**config.mk**
```make
export PLATFORM = sky130hd
export DESIGN_NAME = tri_edge_encoder
export DESIGN_NICKNAME = d
export VERILOG_FILES = /design/src/rtl/tri_enc_pkg.sv /design/src/rtl/tri_counter.sv /design/src/rtl/tri_cmp_hold.sv /design/src/rtl/tri_pair_encoder.sv /design/src/rtl/tri_edge_encoder.sv
export SDC_FILE = /design/constraint.sdc
export NUM_CORES = 1
export LEC_CHECK = 0
export ABC_AREA = 1
export ABC_CLOCK_PERIOD_IN_PS = 4880
export BUFFER_PORTS_ARGS = -buffer_cell sky130_fd_sc_hd__buf_2
export CORE_MARGIN = 2
export CORE_UTILIZATION = 56
export DETAILED_ROUTE_END_ITERATION = 8
export HOLD_SLACK_MARGIN = 0.06
export PLACE_DENSITY_LB_ADDON = 0.08
export SYNTH_ARGS = -nofsm -noshare
export SYNTH_HDL_FRONTEND = slang
export SYNTH_SLANG_ARGS = --single-unit
```
**constraint.sdc**
```tcl
create_clock -name clk -period 4.88 [get_ports clk]
set_input_delay 0.488 -clock clk [delete_from_list [all_inputs] [get_ports clk]]
set_output_delay 0.488 -clock clk [all_outputs]
set_load 0.03 [all_outputs]
```
**src/rtl/tri_enc_pkg.sv**
```systemverilog
package tri_enc_pkg;
   localparam int FINE_BITS = 3;
   localparam int WORD_W    = 1 << FINE_BITS;

   typedef enum logic {
      DIR_UP   = 1'b0,
      DIR_DOWN = 1'b1
   } dir_e;

   // rising = 1: leg turns on at the edge; rising = 0: leg turns off at it
   function automatic logic [WORD_W-1:0] edge_word(input logic below,
                                                   input logic equal,
                                                   input logic [FINE_BITS-1:0] fine,
                                                   input logic rising);
      logic [WORD_W-1:0] ones_from;
      logic [WORD_W-1:0] w;
      ones_from = {WORD_W{1'b1}} << fine;
      if (below)      w = '0;
      else if (equal) w = ones_from;
      else            w = '1;
      return rising ? w : ~w;
   endfunction
endpackage

```
**src/rtl/tri_counter.sv**
```systemverilog
module tri_counter
   import tri_enc_pkg::*;
#(
   parameter int PERIOD = 16000,
   parameter int CNT_W  = $clog2(PERIOD/16 + 1)
) (
   input  logic             clk,
   input  logic             rst_n,
   output logic [CNT_W-1:0] cnt,
   output dir_e             dir,
   output logic             start
);
   localparam int HALF = PERIOD / 16;
   localparam logic [CNT_W-1:0] TOP_UP  = CNT_W'(HALF - 1);
   localparam logic [CNT_W-1:0] TOP_DN  = CNT_W'(HALF);
   localparam logic [CNT_W-1:0] LAST_DN = CNT_W'(1);

   always_ff @(posedge clk or negedge rst_n) begin
      if (!rst_n) begin
         cnt <= '0;
         dir <= DIR_UP;
      end else if (dir == DIR_UP) begin
         if (cnt == TOP_UP) begin
            cnt <= TOP_DN;
            dir <= DIR_DOWN;
         end else begin
            cnt <= cnt + 1'b1;
         end
      end else begin
         if (cnt == LAST_DN) begin
            cnt <= '0;
            dir <= DIR_UP;
         end else begin
            cnt <= cnt - 1'b1;
         end
      end
   end

   assign start = (dir == DIR_UP) && (cnt == '0);
endmodule

```
**src/rtl/tri_cmp_hold.sv**
```systemverilog
module tri_cmp_hold #(
   parameter int W = 28
) (
   input  logic         clk,
   input  logic         rst_n,
   input  logic         start,
   input  logic [W-1:0] live,
   output logic [W-1:0] eff
);
   logic [W-1:0] held;

   always_ff @(posedge clk or negedge rst_n) begin
      if (!rst_n)     held <= '0;
      else if (start) held <= live;
   end

   // first cycle of a period uses the inputs directly, the rest use the copy
   assign eff = start ? live : held;
endmodule

```
**src/rtl/tri_pair_encoder.sv**
```systemverilog
module tri_pair_encoder
   import tri_enc_pkg::*;
#(
   parameter int CW    = 16,
   parameter int CNT_W = 10
) (
   input  logic              clk,
   input  logic              rst_n,
   input  logic [CNT_W-1:0]  cnt,
   input  dir_e              dir,
   input  logic [CW-1:0]     c_up,
   input  logic [CW-1:0]     c_up_dt,
   input  logic [CW-1:0]     c_dn,
   input  logic [CW-1:0]     c_dn_dt,
   output logic [WORD_W-1:0] word_p,
   output logic [WORD_W-1:0] word_n
);
   localparam int HI_W  = CW - FINE_BITS;
   localparam int CMP_W = (HI_W > CNT_W) ? HI_W : CNT_W;

   logic [CW-1:0]     sel_p, sel_n;
   logic [CMP_W-1:0]  hi_p, hi_n, cnt_x;
   logic [WORD_W-1:0] nxt_p, nxt_n;

   always_comb begin
      sel_p = (dir == DIR_DOWN) ? c_dn    : c_up_dt;
      sel_n = (dir == DIR_DOWN) ? c_dn_dt : c_up;
      hi_p  = CMP_W'(sel_p[CW-1:FINE_BITS]);
      hi_n  = CMP_W'(sel_n[CW-1:FINE_BITS]);
      cnt_x = CMP_W'(cnt);
      nxt_p = edge_word(cnt_x < hi_p, cnt_x == hi_p, sel_p[FINE_BITS-1:0], 1'b1);
      nxt_n = edge_word(cnt_x < hi_n, cnt_x == hi_n, sel_n[FINE_BITS-1:0], 1'b0);
   end

   always_ff @(posedge clk or negedge rst_n) begin
      if (!rst_n) begin
         word_p <= '0;
         word_n <= '0;
      end else begin
         word_p <= nxt_p;
         word_n <= nxt_n;
      end
   end
endmodule

```
**src/rtl/tri_edge_encoder.sv**
```systemverilog
module tri_edge_encoder
   import tri_enc_pkg::*;
#(
   parameter int PERIOD = 16000,
   parameter int NPAIR  = 3,
   parameter int CW     = 16
) (
   input  logic                    clk,
   input  logic                    rst_n,
   input  logic [NPAIR*CW-1:0]     cmp_up_i,
   input  logic [NPAIR*CW-1:0]     cmp_up_dt_i,
   input  logic [NPAIR*CW-1:0]     cmp_dn_i,
   input  logic [NPAIR*CW-1:0]     cmp_dn_dt_i,
   output logic [NPAIR*WORD_W-1:0] word_p_o,
   output logic [NPAIR*WORD_W-1:0] word_n_o,
   output logic                    dir_down_o
);
   localparam int HALF  = PERIOD / 16;
   localparam int CNT_W = $clog2(HALF + 1);
   localparam int SET_W = 4 * CW;

   if (PERIOD % 16 != 0) begin : g_bad_period
      $error("PERIOD must be a multiple of 16");
   end
   if (PERIOD < 32) begin : g_short_period
      $error("PERIOD must be at least 32");
   end
   if (NPAIR < 1) begin : g_bad_npair
      $error("NPAIR must be at least 1");
   end
   if (CW <= FINE_BITS || (1 << (CW - FINE_BITS)) <= HALF) begin : g_narrow_cmp
      $error("CW too narrow to reach the counter peak");
   end

   logic [CNT_W-1:0]       cnt_q;
   dir_e                   cnt_dir;
   logic                   period_start;
   logic [NPAIR*SET_W-1:0] eff_all;

   tri_counter #(.PERIOD(PERIOD), .CNT_W(CNT_W)) u_counter (
      .clk   (clk),
      .rst_n (rst_n),
      .cnt   (cnt_q),
      .dir   (cnt_dir),
      .start (period_start)
   );

   for (genvar k = 0; k < NPAIR; k++) begin : g_pair
      logic [SET_W-1:0] live_set;
      logic [SET_W-1:0] eff_set;

      assign live_set = {cmp_dn_dt_i[k*CW +: CW], cmp_dn_i[k*CW +: CW],
                         cmp_up_dt_i[k*CW +: CW], cmp_up_i[k*CW +: CW]};

      tri_cmp_hold #(.W(SET_W)) u_hold (
         .clk   (clk),
         .rst_n (rst_n),
         .start (period_start),
         .live  (live_set),
         .eff   (eff_set)
      );

      assign eff_all[k*SET_W +: SET_W] = eff_set;

      tri_pair_encoder #(.CW(CW), .CNT_W(CNT_W)) u_enc (
         .clk     (clk),
         .rst_n   (rst_n),
         .cnt     (cnt_q),
         .dir     (cnt_dir),
         .c_up    (eff_set[0*CW +: CW]),
         .c_up_dt (eff_set[1*CW +: CW]),
         .c_dn    (eff_set[2*CW +: CW]),
         .c_dn_dt (eff_set[3*CW +: CW]),
         .word_p  (word_p_o[k*WORD_W +: WORD_W]),
         .word_n  (word_n_o[k*WORD_W +: WORD_W])
      );
   end

   always_ff @(posedge clk or negedge rst_n) begin
      if (!rst_n) dir_down_o <= 1'b0;
      else        dir_down_o <= (cnt_dir == DIR_DOWN);
   end
endmodule

```
### Word level (Yosys, flattened, before mapping)

Index checks and enable logic that the tools add are counted.
Widths: inputs -> output; s select.

* $add $sub $neg: 2
* $mul: 0
* divide/modulo/power cells: 0
* order comparisons: 6
* eq/ne operators: 8
* shifts and indexed selects: 6
* muxes and demuxes: 27
* bitwise logic cells: 4
* reduce and logical (&&, ||, !) cells: 2

Operators with widths (count)
* $mux 64: 3
* $mux 16: 6
* $mux 8: 12
* $eq 10x13->1: 6
* $lt 10x13->1: 6
* $shl 8x3->8 const A: 6
* $mux 10: 3
* $not 8->8: 3
* $add 10x1->10 const B: 1
* $eq 10x1->1 const B: 1
* $eq 10x10->1 const B: 1
* $logic_not 10->1: 1
* $sub 10x1->10 const B: 1
* $mux 1: 3
* $logic_and 1x1->1: 1
* $not 1->1: 1

* flip-flop bits (word level): 252
* bits in latches: 0
* memory bits (writable): 0
* bits in read-only memories: 0
* input bits: 194
* output and inout bits: 49
* word-level logic and storage cells: 67
* memories kept: 0

### Longest topological paths before layout

Gate-level depths: netlist (run 1).

* depth after elaboration: 8
* gate-level depth with buffers: 24
* gate-level depth less buffers: 20

### Hierarchy

From an unflattened synthesis (run 1), not the netlist that was laid out.

* cell total of the unflattened synthesis: 1591
* area total of the unflattened synthesis: 12892.4 um^2

Modules (own cells, without submodules)
* tri_cmp_hold: instances 3, cells an instance 270, area an instance 2446.1 um^2, seq. area each 1601.5 um^2
* tri_pair_encoder: instances 3, cells an instance 213, area an instance 1524.0 um^2, seq. area each 400.4 um^2
* tri_counter: instances 1, cells an instance 141, area an instance 957.2 um^2, seq. area each 275.3 um^2
* tri_edge_encoder: instances 1, cells an instance 1, area an instance 25.0 um^2, seq. area each 25.0 um^2

### Worst setup path before layout (run 1)

OpenSTA, ideal clock, no wires.

* kind: register to register
* from: reg u_counter.cnt[0]
* to: reg g_pair[2].u_enc.word_p[3]
* library setup time: 0.114 ns
* arrival: 3.401 ns
* required time: 4.766 ns
* path slack: 1.365 ns
* cell stages (with the launch flop): 20
* path buffers: 4
* clock period less this slack: 3.515 ns
* path through: dfrtp_1 > inv_1 > ha_1 > inv_1 > nor2_1 > nand2_2 > nor2_4 > buf_6 > buf_6 > buf_4 > buf_2 > nand2_1 > nand3_1 > o21ai_0 > ha_1 > nand4_1 > nor4b_1 > nand4_1 > nand2_1 > inv_1

* word-level cells in the longest chain between the ends: 7
* elaborated cells between the ends (all ways): 9
* those cells by class: order compare (1); eq/ne (1); shift (1); mux (4); reduce/logical (2)

RTL lines
* start: declaration: RTL line tri_counter.sv:9 `output logic [CNT_W-1:0] cnt,`
* start signal: assignment: RTL line tri_counter.sv:27 `cnt <= cnt + 1'b1;`
* start signal: assignment: RTL line tri_counter.sv:34 `cnt <= cnt - 1'b1;`
* branches (longest 6 deep; another with $lt 10x13->1)
* $mux 8 *: RTL line tri_enc_pkg.sv:18 `if (below) w = '0;`
* net g_pair[2].u_enc.nxt_p[3]: RTL line tri_pair_encoder.sv:23 `logic [WORD_W-1:0] nxt_p, nxt_n;`
* end signal: assignment: RTL line tri_pair_encoder.sv:40 `word_p <= nxt_p;`
* end: declaration: RTL line tri_pair_encoder.sv:15 `output logic [WORD_W-1:0] word_p,`

Mark *: on every way through the listed nets, which the timed path passes.

### Worst setup path after layout (run 1)

* from: reg u_counter.cnt[1]
* to: reg g_pair[0].u_enc.word_n[0]

* word-level cells in the longest chain between the ends: 8
* elaborated cells between the ends (all ways): 10
* those cells by class: order compare (1); eq/ne (1); shift (1); mux (4); bitwise (1); reduce/logical (2)

RTL lines
* $logic_not 10->1 *: RTL line tri_counter.sv:39 `assign start = (dir == DIR_UP) && (cnt == '0);`
* $logic_and 1x1->1 *: RTL line tri_counter.sv:39
* $mux 64 *
* net g_pair[0].eff_set[54]: RTL line tri_edge_encoder.sv:50 `logic [SET_W-1:0] eff_set;`
* $mux 16 *: RTL line tri_pair_encoder.sv:27 `sel_n = (dir == DIR_DOWN) ? c_dn_dt : c_up;`
* branches (longest 2 deep; another with $lt 10x13->1)
* $mux 8 *: RTL line tri_enc_pkg.sv:18
* $not 8->8 *: RTL line tri_enc_pkg.sv:21 `return rising ? w : ~w;`
* net g_pair[0].u_enc.nxt_n[0]: RTL line tri_pair_encoder.sv:23
* end signal: assignment: RTL line tri_pair_encoder.sv:41 `word_n <= nxt_n;`
* end: declaration: RTL line tri_pair_encoder.sv:16 `output logic [WORD_W-1:0] word_n`

Marks and branches as above.

==> results of run 1 <==
[power groups by stage]
stage / clock, W / combinational [W] / sequential (W)
6_report: 0.00201 / 0.000359 / 0.00220
5_1_grt: 0.00214 / 0.000413 / 0.00220
4_1_cts: 0.00204 / 0.000363 / 0.00220
3_5_place_dp: 0 / 0.000359 / 0.00223
3_3_place_gp: 0 / 0.000352 / 0.00223
2_1_floorplan: 0 / 0.000175 / 0.00223
[layout by cell type (no fill, tap or decap), types with 3 or more instances in the layout]
cell type  count
nor3_1        13
a211oi_1       4
clkbuf_1       4
o21bai_1       5
clkbuf_16     27
xor2_1         6
o21ai_1        9
and2_1         3
clkinv_2       6
buf_12         3
nand4_1       17
xnor2_1        3
buf_4         12
ha_1          64
o21a_1        12
nor2_1       137
inv_1        112
nor2_2         5
clkbuf_8       6
nor2_8         3
dfrtp_1      251
a21oi_1       44
nor4_1         3
buf_2        241
inv_2          6
nand3b_1       4
o22ai_1        7
nand3_1      129
nand2_1      617
o21ai_0       76
nand2_2       11
nor2_4         5
[worst max-delay path: stages (launching register included)]
cell     delay, ns
dfrtp_1       0.62
inv_1         0.16
ha_1          0.25
inv_1         0.06
nor2_1        0.05
nand2_2       0.14
inv_2         0.12
nand2_8       0.45
buf_4         0.38
nand2_1       0.09
nand2_1       0.11
o21ai_0       0.12
ha_1          0.36
inv_1         0.06
nor3_1        0.16
nand4_1       0.11
nor3b_1       0.56
nand3_1       0.17
nand2_1       0.09
[repair_timing]
action                                 in CTS  in global routing
endpoints found under the hold margin       6                  0
setup buffers                               0                  0
hold buffers                                1                  0
[stage by stage]
stage               instance area [um^2]  utilization, %  power (W)  std cells
floorplan                          13000               -    0.00241       1635
global placement                   14300            63.2    0.00258       2110
detailed placement                 14300            63.2    0.00259       2110
CTS                                15200            67.0    0.00460       2157
global route                       15200            67.0    0.00475       2158
finish                             15200            67.0    0.00457       2158
[flip-flops by register name, indices dropped and copies added, names as in the netlist]
| signal | count |
|---|---|
| g_pair.u_enc.word_p | 24 |
| u_counter.cnt | 10 |
| g_pair.u_enc.word_n | 24 |
| dir_down_o | 1 |
| u_counter.dir | 1 |
| g_pair.u_hold.held | 192 |
[path summary, 6_finish.rpt]
check	from	to	slack, ns	cells after the start
worst max-delay path	u_counter.cnt[1]$_DFF_PN0_	g_pair[0].u_enc.word_n[0]$_DFF_PN0_	0.64	18
worst min-delay path	cmp_dn_i[12]	g_pair[0].u_hold.held[44]$_DFF_PN0_	0.17	3
worst max register to register	u_counter.cnt[1]$_DFF_PN0_	g_pair[0].u_enc.word_n[0]$_DFF_PN0_	0.64	18
worst min register to register	g_pair[0].u_hold.held[60]$_DFF_PN0_	g_pair[0].u_hold.held[60]$_DFF_PN0_	0.46	2
max in group asynchronous	rst_n	g_pair[1].u_hold.held[44]$_DFF_PN0_	3.12	3
min in group asynchronous	rst_n	g_pair[0].u_hold.held[33]$_DFF_PN0_	0.58	2
[metal layers]
metal | part of all wire (%) | up-vias
met4 | 2.1 | 0
met2 | 47 | 350
met5 | 0 | -
met3 | 5.8 | 51
met1 | 45 | 5281
li1 | - | 5657
[cell type report]
type	count	share of cell area, %
Antenna cell	1	0.0164
Clock buffer	37	5.08
Clock inverter	9	0.649
Inverter	121	3.00
Multi-Input combinational cell	1195	38.4
Sequential cell	252	41.4
Tap cell	285	2.34
Timing Repair Buffer	258	9.07
[cells by family after synthesis]
kind of cell / Yosys count / synth area share [%]
buffers and inverters: 188 / 6.56
and+or+nand+nor: 957 / 31.0
AOI/OAI and AO/OA: 165 / 7.11
DFF: 252 / 48.5
xor gates and xnor gates: 9 / 0.607
adders and majority gates: 64 / 6.16
==> run metrics, run 1 <==
CTS Buffer Depth=3; met1 usage=38.7%; Buffers on Ports=242; number of synthesized register bits=252; met3 GRT Util=3.68%; hold_ws=0.175 ns; FP Rows=55; register area share after synthesis=48.5%; grt met2 use=45.3%; Yosys top cell by area=dfrtp_1; RSZ-0062 raised after global routing=false; Post-synth EDFFs=0; Via Count=11300; CTS tree=yes; crit path DAT=4.70 ns; DIE HEIGHT=156 um; fin crit period=4.24 ns; Static Leakage=8.13 nW; vias in the first global route=10600; chip width=156 um; post-synthesis net count=1893; post-synth top area share=48.5%; Peak supply drop=0.222 mV; power density cells=300 mW/mm^2; Clk network pwr share=44.1%; Hold Vio Cnt, Final=0; Worst Path Required=5.34 ns; initial DRC count=648; count leader, synth=nand2_1; peak-usage layer in the global routing report=met2; CTS sink cnt=252; layout cells sized above 1=18.3%; largest net degree at the start of global routing=125; die area=0.0244 mm^2; vias per std cell=5.25; setup tns final=0 ns; Avg Inst Size Synth=7.95 um^2; worst slew pin tran=0.970 ns; skew final=0.0135 ns; first-pass GRT wire length=53300 um; post_cts resized=0; worst skew pair latency=0.53 ns; initial antenna violation count=1; Max Freq=236 MHz; Int Pwr=0.00351 W; ys async rst share=100%; Syn-to-layout area delta=17.2%; Starting Density=57.2%; DR DRC count=0; Yosys warning count=0; CP max FO=107; Final nets=2113; fin. max-slew vios=0; MaxCap Viol Count=0; Critical Path Sink Type=flop; Final period util=86.9%; Setup Crit Path Kind=flop to flop; TritonRoute pass-1 iters=6; synth top area cells=dfrtp_1, nand2_1, ha_1, nand3_1, nor2_1; Hold Crit Class=input pin to flop; mapped cell area=0.0130 mm^2; Tot GR Track Use=27.5%; Antenna Nets Post-Route=0; filler instances=1978; wire length per cell=15.4 um; list of most frequent post-synthesis cells=nand2_1, dfrtp_1, nor2_1; Clock Pin Slew Worst Setup and Hold Paths=0.06 ns; clock buffers created by TritonCTS=27; final WL=33300 um; Mapped Cells=1635; Top Ports=243; Psw=0.00105 W; final setup violation count=0; outcome=complete, no violations; DP Worst Slack=0.796 ns; Core Area=0.0227 mm^2; Startpoint Class=flop; Multi-input gate area=0.00585 mm^2; Final WS setup=0.640 ns; Comb pwr share=7.8%; main flop type after synthesis=dfrtp_1; Slew HR=35.3%; hpwl dp=23500 um; power share of the sequential group=48.0%; H-tree depth=1; clock root buffer=clkbuf_16; total gr overflow=0; Sw Ratio=23.1%; Register Area=0.00631 mm^2; Placer Congestion=0.850; Netlist cell types=43
Note: power is estimated with default switching activity, not from simulation.
==> inputs of run 2 (changes only) <==
Settings changed: CELL_PAD_IN_SITES_DETAIL_PLACEMENT set to 1, CELL_PAD_IN_SITES_GLOBAL_PLACEMENT set to 2, CORE_UTILIZATION 56 to 32.
==> run metrics, run 2 (synthesis results as in run 1) <==
outcome=complete, no violations; power density cells=307 mW/mm^2; CTS Buffer Depth=3; worst slew pin tran=0.920 ns; commonest cells after routing, fill and taps aside=nand2_1, dfrtp_1, buf_2; Top Ports=243; largest net degree at the start of global routing=109; Sw Ratio=24.3%; CTS tree=yes; Hold Crit Class=input pin to flop; max reg flops=192; final WL=42500 um; MaxCap Viol Count=0; Final period util=84.9%; Core Util, Final=39.4%; reg-to-reg endpoint=g_pair[0].u_enc.word_n[3]$_DFF_PN0_; Biggest register=g_pair.u_hold.held; worst skew pair latency=0.59 ns; Startpoint Class=flop; Psw=0.00118 W; Int Pwr=0.00365 W; Antenna Nets Post-Route=0; r2r setup slk=0.74 ns; cts hold-fix bufs=1; final setup violation count=0; fin. max-slew vios=0; DP Worst Slack=0.743 ns; Core Area=0.0399 mm^2; Final WS setup=0.736 ns; first-pass GRT wire length=66600 um; Comb pwr share=7.7%; die area=0.0422 mm^2; Slew HR=38.7%; crit path to=g_pair[0].u_enc.word_n[3]$_DFF_PN0_; cell area after layout=0.0157 mm^2; Worst Path Required=5.34 ns; power share of the sequential group=45.5%; chip width=205 um; Starting Density=32.6%; total gr overflow=0; vias in the first global route=11800; fin crit period=4.14 ns; Final nets=2128; R2R cell count=19; Placer Congestion=0.792; CTS sink cnt=252; Syn-to-layout area delta=21.1%; hold_ws=0.118 ns; initial DRC count=438; Buffers on Ports=242; post_cts resized=0; skew final=0.0133 ns; layout cells sized above 1=18.7%; Tot GR Track Use=20.5%; largest registers=g_pair.u_hold.held x192, g_pair.u_enc.word_n x24, g_pair.u_enc.word_p x24; commonest non-fill, non-tap cell in the layout=nand2_1; Max Freq=241 MHz; CP max FO=71; Peak supply drop=0.247 mV; wire length per cell=17.6 um; crit path DAT=4.60 ns; setup tns final=0 ns; RSZ-0062 raised after global routing=false; Clock Pin Slew Worst Setup and Hold Paths=0.06 ns; Clk network pwr share=46.9%; hpwl dp=31200 um; Static Leakage=8.23 nW; vias per std cell=4.72; clock root buffer=clkbuf_16; TritonRoute pass-1 iters=5; worst r2r src=u_counter.cnt[1]$_DFF_PN0_; DIE HEIGHT=205 um; clock buffers created by TritonCTS=31; H-tree depth=1; CP Launch Point=u_counter.cnt[1]$_DFF_PN0_; initial antenna violation count=2; Hold Vio Cnt, Final=0; postcts setup bufs=0; FP Rows=73; Critical Path Sink Type=flop; placed cell areas=0.0147 mm^2; DR DRC count=0; Setup Crit Path Kind=flop to flop; Via Count=11400
## run 2: worst max-delay path: stages (launching register included)
cell	delay, ns
dfrtp_1	0.70
inv_1	0.18
ha_1	0.24
inv_1	0.06
nor2_1	0.05
nand2_2	0.14
inv_2	0.12
nand2_8	0.32
buf_4	0.33
nand2_1	0.11
nand3_1	0.08
o21ai_0	0.16
ha_1	0.37
nand2_1	0.08
o21ai_0	0.17
a21oi_1	0.08
o21ai_0	0.17
nand3_1	0.14
a21oi_4	0.26
o21ai_1	0.11
## run 2: metrics by stage
stage / power (W) / std cells
detailed placement: 0.00261 / 2361
global route: 0.00504 / 2416
global placement: 0.00260 / 2361
finish: 0.00483 / 2417
floorplan: 0.00241 / 1635
CTS: 0.00492 / 2416
## run 2: routing by layer
layer	GRT usage (%)	routed length, um	vias up
met5	0	0	-
met4	5.29	1030	0
met3	2.66	1400	51
met2	33.3	19700	174
met1	28.7	20400	5505
li1	-	-	5685
## run 2: layout make-up
cell class,instances,area [um^2]
tap,525,657
multi-input combinational,1195,5850
fill,4919,24200
inverter,121,457
timing repair buffer,269,1460
clock buffer,50,927
antenna,1,2.50
sequential,252,6310
clock inverter,4,63.8
## run 2: worst min path at each step
stage,start,end,slack (ns),cells after the start
2_1_floorplan,rst_n,dir_down_o$_DFF_PN0_,0.19,0
3_3_place_gp,g_pair[1].u_hold.held[60]$_DFF_PN0_,g_pair[1].u_hold.held[60]$_DFF_PN0_,0.45,2
3_5_place_dp,g_pair[0].u_hold.held[52]$_DFF_PN0_,g_pair[0].u_hold.held[52]$_DFF_PN0_,0.45,2
4_1_cts,cmp_dn_dt_i[13],g_pair[0].u_hold.held[61]$_DFF_PN0_,0.09,3
5_1_grt,cmp_dn_i[10],g_pair[0].u_hold.held[42]$_DFF_PN0_,0.12,3
6_report,cmp_dn_i[19],g_pair[1].u_hold.held[35]$_DFF_PN0_,0.12,3
## run 2: power by group through the flow
stage	logic [W]	clock network (W)	registers (W)
after floorplan	0.000175	0	0.00223
after global placement	0.000371	0	0.00223
after detailed placement	0.000381	0	0.00223
after CTS	0.000383	0.00234	0.00220
after global routing	0.000432	0.00241	0.00220
final	0.000371	0.00226	0.00220
